--- config.mk ---
export PLATFORM = sky130hd
export DESIGN_NAME = lsu_agen
export DESIGN_NICKNAME = d
export VERILOG_FILES = /design/src/rtl/lsu_agen_pkg.sv /design/src/rtl/lsu_ea_calc.sv /design/src/rtl/lsu_beat_seq.sv /design/src/rtl/lsu_load_merge.sv /design/src/rtl/lsu_agen.sv
export SDC_FILE = /design/constraint.sdc
export NUM_CORES = 1
export LEC_CHECK = 0
export BUFFER_PORTS_ARGS = -buffer_cell sky130_fd_sc_hd__buf_2
export CAP_MARGIN = 10
export CORE_UTILIZATION = 52
export CTS_CLUSTER_SIZE = 8
export DETAILED_ROUTE_END_ITERATION = 8
export PLACE_DENSITY = 0.78
export SYNTH_ARGS = -nofsm -noshare
export SYNTH_HDL_FRONTEND = slang
export SYNTH_SLANG_ARGS = --single-unit
--- constraint.sdc ---
create_clock -name clk -period 7.1 [get_ports clk]
set_input_delay 2.13 -clock clk [delete_from_list [all_inputs] [get_ports clk]]
set_output_delay 2.13 -clock clk [all_outputs]
set_load 0.01 [all_outputs]
--- src/rtl/lsu_agen_pkg.sv ---
package lsu_agen_pkg;

  localparam int unsigned LANES = 8;

  typedef enum logic [1:0] {SZ_B = 2'd0, SZ_H = 2'd1, SZ_W = 2'd2, SZ_D = 2'd3} acc_size_e;
  typedef enum logic [1:0] {UM_NONE = 2'd0, UM_PRE = 2'd1, UM_POST = 2'd2, UM_RSV = 2'd3} upd_mode_e;

  // bytes moved by one access of the given size code
  function automatic logic [3:0] size_bytes(input logic [1:0] sz);
    return 4'd1 << sz;
  endfunction

  // byte-enable span over two consecutive 8-byte words
  function automatic logic [15:0] lane_span(input logic [2:0] lo, input logic [1:0] sz);
    logic [15:0] m;
    m = 16'h00FF >> (4'd8 - size_bytes(sz));
    return m << lo;
  endfunction

  function automatic logic crosses_word(input logic [2:0] lo, input logic [1:0] sz);
    logic [3:0] endp;
    endp = {1'b0, lo} + size_bytes(sz);
    return endp > 4'd8;
  endfunction

  function automatic logic misaligned(input logic [2:0] lo, input logic [1:0] sz);
    logic [2:0] m;
    m = 3'(size_bytes(sz) - 4'd1);
    return |(lo & m);
  endfunction

  // low N+1 bits set
  function automatic logic [63:0] circ_mask(input logic [5:0] n);
    return (64'd2 << n) - 64'd1;
  endfunction

  // keeps the bytes that belong to an access of the given size
  function automatic logic [63:0] keep_mask(input logic [1:0] sz);
    return {64{1'b1}} >> {(4'd8 - size_bytes(sz)), 3'b000};
  endfunction

endpackage

--- src/rtl/lsu_ea_calc.sv ---
module lsu_ea_calc
  import lsu_agen_pkg::*;
#(
  parameter int unsigned AW       = 32,
  parameter int unsigned OFS_LONG = 15,
  parameter int unsigned OFS_SHRT = 5,
  parameter int unsigned CNW      = 5
) (
  input  logic [AW-1:0]       base,
  input  logic [OFS_LONG-1:0] offset,
  input  logic                use_long,
  input  logic                unaligned,
  input  logic                neg,
  input  logic [1:0]          size,
  input  logic [1:0]          mode,
  input  logic                circ,
  input  logic [CNW-1:0]      circ_n,
  output logic [AW-1:0]       ea,
  output logic [AW-1:0]       wb_addr,
  output logic                wb_en,
  output logic                misalign
);

  logic [OFS_LONG-1:0] ofs_sel;
  logic [AW-1:0]       scaled;
  logic [AW-1:0]       sum;
  logic [AW-1:0]       mask;
  logic [AW-1:0]       wrapped;

  always_comb begin
    ofs_sel = (use_long && !unaligned) ? offset : OFS_LONG'(offset[OFS_SHRT-1:0]);
    scaled  = AW'(ofs_sel) << size;
    sum     = neg ? (base - scaled) : (base + scaled);
    mask    = AW'(circ_mask(6'(circ_n)));
    wrapped = circ ? ((base & ~mask) | (sum & mask)) : sum;
    ea      = (upd_mode_e'(mode) == UM_POST) ? base : wrapped;
    wb_addr = wrapped;
    wb_en   = (upd_mode_e'(mode) == UM_PRE) || (upd_mode_e'(mode) == UM_POST);
    misalign = !unaligned && misaligned(ea[2:0], size);
  end

endmodule

--- src/rtl/lsu_beat_seq.sv ---
module lsu_beat_seq
  import lsu_agen_pkg::*;
#(
  parameter int unsigned AW = 32,
  parameter int unsigned DW = 64
) (
  input  logic          clk,
  input  logic          rst_n,
  input  logic          start,
  input  logic [AW-1:0] ea,
  input  logic [1:0]    size,
  input  logic          store,
  input  logic [DW-1:0] wdata,
  input  logic          side,
  output logic          mem_valid,
  output logic          mem_store,
  output logic          mem_beat,
  output logic          mem_last,
  output logic [AW-1:0] mem_addr,
  output logic [DW/8-1:0] mem_be,
  output logic [DW-1:0] mem_wdata,
  output logic [2:0]    cur_lo,
  output logic [1:0]    cur_size,
  output logic          cur_side,
  output logic          hold
);

  localparam int unsigned NBYTE = DW / 8;

  logic            v_q, beat_q, split_q, store_q, side_q;
  logic [AW-1:0]   addr_q;
  logic [2:0]      lo_q;
  logic [1:0]      size_q;
  logic [2*NBYTE-1:0] be_q;
  logic [2*DW-1:0] wd_q;

  always_comb begin
    mem_valid = v_q;
    mem_store = store_q;
    mem_beat  = beat_q;
    mem_last  = !split_q || beat_q;
    mem_addr  = beat_q ? (addr_q + AW'(NBYTE)) : addr_q;
    mem_be    = v_q ? (beat_q ? be_q[2*NBYTE-1:NBYTE] : be_q[NBYTE-1:0]) : '0;
    mem_wdata = beat_q ? wd_q[2*DW-1:DW] : wd_q[DW-1:0];
    cur_lo    = lo_q;
    cur_size  = size_q;
    cur_side  = side_q;
    hold      = v_q && !split_q ? 1'b0 : (v_q && !beat_q);
  end

  always_ff @(posedge clk) begin
    if (!rst_n) begin
      v_q     <= 1'b0;
      beat_q  <= 1'b0;
      split_q <= 1'b0;
      store_q <= 1'b0;
      side_q  <= 1'b0;
      addr_q  <= '0;
      lo_q    <= '0;
      size_q  <= '0;
      be_q    <= '0;
      wd_q    <= '0;
    end else if (hold) begin
      beat_q <= 1'b1;
    end else if (start) begin
      v_q     <= 1'b1;
      beat_q  <= 1'b0;
      split_q <= crosses_word(ea[2:0], size);
      store_q <= store;
      side_q  <= side;
      addr_q  <= {ea[AW-1:3], 3'b000};
      lo_q    <= ea[2:0];
      size_q  <= size;
      be_q    <= lane_span(ea[2:0], size);
      wd_q    <= {{DW{1'b0}}, wdata} << {ea[2:0], 3'b000};
    end else begin
      v_q    <= 1'b0;
      beat_q <= 1'b0;
    end
  end

endmodule

--- src/rtl/lsu_load_merge.sv ---
module lsu_load_merge
  import lsu_agen_pkg::*;
#(
  parameter int unsigned DW = 64
) (
  input  logic          clk,
  input  logic          rst_n,
  input  logic          mem_valid,
  input  logic          mem_store,
  input  logic          mem_beat,
  input  logic          mem_last,
  input  logic [2:0]    lo,
  input  logic [1:0]    size,
  input  logic          side,
  input  logic [DW-1:0] rdata,
  output logic          rd_valid,
  output logic [DW-1:0] rd_data,
  output logic          rd_side
);

  logic [DW-1:0]   first_q;
  logic [2*DW-1:0] joined;
  logic [DW-1:0]   merged;
  logic            take;

  always_comb begin
    take   = mem_valid && !mem_store;
    joined = {(mem_beat ? rdata : {DW{1'b0}}), (mem_beat ? first_q : rdata)};
    joined = joined >> {lo, 3'b000};
    merged = joined[DW-1:0] & DW'(keep_mask(size));
  end

  always_ff @(posedge clk) begin
    if (!rst_n) begin
      first_q  <= '0;
      rd_valid <= 1'b0;
      rd_data  <= '0;
      rd_side  <= 1'b0;
    end else begin
      rd_valid <= take && mem_last;
      if (take && !mem_beat) first_q <= rdata;
      if (take && mem_last) begin
        rd_data <= merged;
        rd_side <= side;
      end
    end
  end

endmodule

--- src/rtl/lsu_agen.sv ---
module lsu_agen
  import lsu_agen_pkg::*;
#(
  parameter int unsigned AW       = 32,
  parameter int unsigned DW       = 64,
  parameter int unsigned OFS_LONG = 15,
  parameter int unsigned OFS_SHRT = 5,
  parameter int unsigned CNW      = 5
) (
  input  logic                clk,
  input  logic                rst_n,
  input  logic                req_valid,
  output logic                req_ready,
  input  logic                req_store,
  input  logic [1:0]          req_size,
  input  logic [1:0]          req_mode,
  input  logic                req_unaligned,
  input  logic                req_long_ofs,
  input  logic                req_neg,
  input  logic [OFS_LONG-1:0] req_offset,
  input  logic [AW-1:0]       req_base,
  input  logic                req_circ,
  input  logic [CNW-1:0]      req_circ_n,
  input  logic [DW-1:0]       req_wdata,
  input  logic                req_side,
  output logic                wb_valid,
  output logic [AW-1:0]       wb_addr,
  output logic                err_misalign,
  output logic                mem_valid,
  output logic                mem_store,
  output logic                mem_beat,
  output logic [AW-1:0]       mem_addr,
  output logic [DW/8-1:0]     mem_be,
  output logic [DW-1:0]       mem_wdata,
  input  logic [DW-1:0]       mem_rdata,
  output logic                rd_valid,
  output logic [DW-1:0]       rd_data,
  output logic                rd_side
);

  // internal events, named for the checker
  logic          accept;
  logic          seq_hold;
  logic          seq_last;
  logic [AW-1:0] ea;
  logic [AW-1:0] wb_next;
  logic          wb_en;
  logic          misalign;
  logic [2:0]    cur_lo;
  logic [1:0]    cur_size;
  logic          cur_side;

  assign req_ready = !seq_hold;
  assign accept    = req_valid && req_ready;

  lsu_ea_calc #(
    .AW(AW), .OFS_LONG(OFS_LONG), .OFS_SHRT(OFS_SHRT), .CNW(CNW)
  ) u_ea (
    .base(req_base), .offset(req_offset), .use_long(req_long_ofs),
    .unaligned(req_unaligned), .neg(req_neg), .size(req_size), .mode(req_mode),
    .circ(req_circ), .circ_n(req_circ_n),
    .ea(ea), .wb_addr(wb_next), .wb_en(wb_en), .misalign(misalign)
  );

  lsu_beat_seq #(.AW(AW), .DW(DW)) u_seq (
    .clk(clk), .rst_n(rst_n), .start(accept && !misalign), .ea(ea),
    .size(req_size), .store(req_store), .wdata(req_wdata), .side(req_side),
    .mem_valid(mem_valid), .mem_store(mem_store), .mem_beat(mem_beat),
    .mem_last(seq_last), .mem_addr(mem_addr), .mem_be(mem_be),
    .mem_wdata(mem_wdata), .cur_lo(cur_lo), .cur_size(cur_size),
    .cur_side(cur_side), .hold(seq_hold)
  );

  lsu_load_merge #(.DW(DW)) u_merge (
    .clk(clk), .rst_n(rst_n), .mem_valid(mem_valid), .mem_store(mem_store),
    .mem_beat(mem_beat), .mem_last(seq_last), .lo(cur_lo), .size(cur_size),
    .side(cur_side), .rdata(mem_rdata),
    .rd_valid(rd_valid), .rd_data(rd_data), .rd_side(rd_side)
  );

  always_ff @(posedge clk) begin
    if (!rst_n) begin
      wb_valid     <= 1'b0;
      wb_addr      <= '0;
      err_misalign <= 1'b0;
    end else begin
      wb_valid     <= accept && wb_en && !misalign;
      err_misalign <= accept && misalign;
      if (accept && wb_en && !misalign) wb_addr <= wb_next;
    end
  end

endmodule

==> impl_results.md <==
* Post-CTS sizing at 0
* Mux cell area share after synthesis at 14.8%
* Most utilized layer in the global route result: met2
* Crit-path max FO at 22
* CP Capture Type: register
* #FFs+latches synth at 338
* Setup TNS at 0 ps
* Total Wirelength at 86900 um
* Share of layout cells above drive strength 1 at 20.4%
* Grt ovf at 0
* Met3 Use GR at 8.40%
* Hold_buf cts at 0
* Post-route setup slack at 784 ps
* # nets final at 3546
* Initial core utilization at 52.7%
* Post-layout min period at 6320 ps
* Power Total at 6.15 mW
* Clk Latency, worst-skew pair at 600 ps
* Syn Area/Cell at 7.38 um2
* Relative slew slack at 15.2%
* R2r startpoint: u_seq.mem_beat
* DRT iter0 DRCs at 2829
* GRT met1 Usage at 49.4%
* CTS clk-pin slew, worst paths at 50 ps
* TritonCTS clock tree: built
* Drt first pass iters at 6
* Post-Synth Adder-Cell Area at 2.37%
* Reg2Reg Setup Slack at 2490 ps
* Routed WL per cell at 22.2 um
* Cell Area, Synth at 0.0227 mm2
* Post-synthesis compound-gate area fraction at 22.4%
* RR Endpoint: wb_addr[30]
* Met2 Use GR at 57.0%
* Period utilization at 89.0%
* Critical path arrival at 6740 ps
* Pin count of the biggest net entering global routing at 190
* Area Growth Syn to Fin at 15.1%
* Row count at 76
* Seq/Total Area, Yosys at 29.8%
* Synth Flop Type: dfxtp_1
* Die area at 0.0445 mm2
* Post-CTS Setup Repair Bufs at 0
* Initial antenna violation count at 13
* Maximum VDD drop at 0.186 mV
* Io pins at 401
* Status: completed
* Synth Instances at 3080
* Placer Congestion at 1.02
* GRT Overall Usage at 37.6%
* Fin. Hold Viols at 0
* Detailed Place HPWL at 62400 um
* Crit path kind: input port to register
* H-tree Lvls at 2
* Post-DP Area at 0.0248 mm2
* Via count at 24337
* Final Slew Violations at 0
* Fin area at 0.0261 mm2
* R2R depth at 9
* Clock buffer count from CTS at 48
* Max-cap violations at 0
* Vias/cell at 6.21
* Max Freq at 158 MHz
* Hold WC Path Type: register to register
* Final Setup Violations at 0
* Vias in the first global route at 22236
* Hold_ws at 447 ps
* Clock tree sinks at 338
* Largest family of logic cells by synthesized area: simple AND/OR/NAND/NOR gates
* RSZ-0062 raised after global routing: no
* Pre-CTS setup slack at 281 ps
* Die width at 211 um
* Crit path from: req_size[0]
* Number of enable flip-flop cells after synthesis at 0
* Area of the core at 0.0431 mm2
* Pwr dens at 235 mW/mm2
* Worst-Margin Slew at 1270 ps
* Clk root buf: clkbuf_16
* Yosys warning total at 0
* Simple-gate portion of the synthesized area at 22.7%
* Clock skew at 13.9 ps
* Antenna Violating Nets Remaining at 0
* Lkg Pwr at 10.8 nW
* First-pass GRT wire length at 130000 um
* Synth async-reset ratio at 0%
* Post-synthesis xor/xnor area fraction at 2.54%
* Clk buf depth at 3
* Netlist cell types at 82
* Port Buf Inserts at 397
* Die Y at 211 um
* Crit path to: wb_addr[30]
* WP data required at 7520 ps
* Startpoint types: input port
* Drt drc at 0
power by group:
group | switching [mW] | internal, mW
combinational | 1.21 | 0.663
sequential | 0.114 | 2.04
clock | 0.886 | 1.23
total | 2.21 | 3.94
worst max-delay path, cell delays in order:
cell and delay (ps):
buf_2 190, buf_4 310, nand2b_1 160, o21ai_0 110, o21ai_0 380, nand3_1 160
nor3_1 260, and2_1 220, nor2_1 60, xor2_1 170, ha_1 360, and2_1 230
a221o_1 330, a21oi_1 150, o211ai_1 260, a31oi_2 250, buf_4 190, nor3b_1 70
a2111oi_2 360, xor2_1 250, a311oi_1 120
metal layers:
metal,wire [um],vias to the layer above
met5,13,-
met4,4560,2
met3,9120,212
met2,38100,1326
met1,35200,11423
li1,-,11374
registers in the layout, indices dropped and copies added, names as in the netlist, 2 cells and up:
register	flops
u_seq.be_q	15
u_seq.wd_q	120
wb_addr	32
u_merge.rd_data	64
u_seq.addr_q	29
u_merge.first_q	64
u_seq.cur_size	2
u_seq.cur_lo	3
area by class of cell:
cell class / instances / area [um2]
Fill cell: 4002 / 16900
Multi-Input combinational cell: 2445 / 14800
Sequential cell: 338 / 6780
Timing Repair Buffer: 445 / 2380
Clock buffer: 53 / 1250
Tap cell: 585 / 732
Inverter: 34 / 135
Clock inverter: 3 / 66.3
Antenna cell: 13 / 32.5
cells in the mapped netlist (all sizes together) (15+ instances only):
| library cell | n | share of area, % |
|---|---|---|
| clkbuf | 169 | 2.8 |
| a21o | 21 | 0.69 |
| a31oi | 24 | 0.69 |
| a211oi | 59 | 2.0 |
| dfxtp | 338 | 30 |
| o21ai | 161 | 3.5 |
| and3 | 36 | 0.99 |
| mux2 | 122 | 6.1 |
| nand2 | 518 | 8.6 |
| nand2b | 15 | 0.41 |
| buf | 96 | 2.1 |
| and2 | 26 | 0.72 |
| ha | 39 | 2.1 |
| a22oi | 43 | 1.4 |
| xnor2 | 35 | 1.3 |
| o211ai | 51 | 1.7 |
| nor2b | 35 | 0.96 |
| mux2i | 177 | 7.9 |
| a31o | 16 | 0.66 |
| nor3 | 101 | 2.2 |
| a311oi | 17 | 0.66 |
| o22ai | 20 | 0.55 |
| xor2 | 31 | 1.2 |
| nand3 | 86 | 1.9 |
| a21oi | 372 | 8.2 |
| nor2 | 318 | 5.3 |
| inv | 34 | 0.56 |
stage by stage:
| step | utilization, % | std cells |
|---|---|---|
| 6_report | 60.7 | 3916 |
| 5_1_grt | 60.7 | 3910 |
| 4_1_cts | 60.6 | 3903 |
| 3_3_place_gp | 57.6 | 3847 |
| 3_5_place_dp | 57.6 | 3847 |
| 2_1_floorplan | - | 3082 |
logic make-up (layout without fill, tap and decap cells):
kind of cell / count (synthesis) / after routing
AO/OA/AOI/OAI: 842 / 842
XOR/XNOR: 66 / 66
adder cells (fa/ha/maj): 42 / 42
buffers and inverters: 299 / 535
flip-flops: 338 / 338
multiplexers: 307 / 307
other: 1 / 16
AND/OR/NAND/NOR: 1185 / 1185
worst min path at each step:
stage               depth (start not counted)              end             from
floorplan                                   2  u_seq.wd_q[112]  u_seq.wd_q[112]
global placement                            2  u_seq.wd_q[112]  u_seq.wd_q[112]
detailed placement                          2  u_seq.wd_q[119]  u_seq.wd_q[119]
CTS                                         2  u_seq.wd_q[119]  u_seq.wd_q[119]
global route                                2    u_seq.be_q[2]    u_seq.be_q[2]
finish                                      2  u_seq.wd_q[119]  u_seq.wd_q[119]
cell usage in the layout (no fill, tap or decap), types with 5 or more instances in the layout:
master,netlist,routed
diode_2,0,13
nand4_1,10,10
o31ai_1,5,5
nor2b_1,35,34
mux2i_1,175,175
nor3b_1,5,5
xor2_1,31,31
buf_2,56,397
or4_1,6,6
nand2_1,518,518
nor3_1,100,100
a31oi_1,23,23
dfxtp_1,338,334
a21oi_1,371,370
nor2_1,318,316
nand3_1,86,86
o21ai_0,160,160
o21a_1,7,7
mux2_2,121,121
a31o_2,15,15
and3_1,36,36
mux4_2,8,8
o22ai_1,20,20
and4_1,5,5
a22oi_1,43,43
and2_1,25,25
ha_1,39,38
a21o_1,21,21
a211oi_1,58,58
nand2b_1,15,14
buf_4,7,45
xnor2_1,35,35
inv_1,32,29
or3_1,5,5
o21bai_1,5,5
clkbuf_16,0,48
a221oi_1,10,10
o211ai_1,51,51
a311oi_1,17,17
Power figures use the tool's default switching activity.
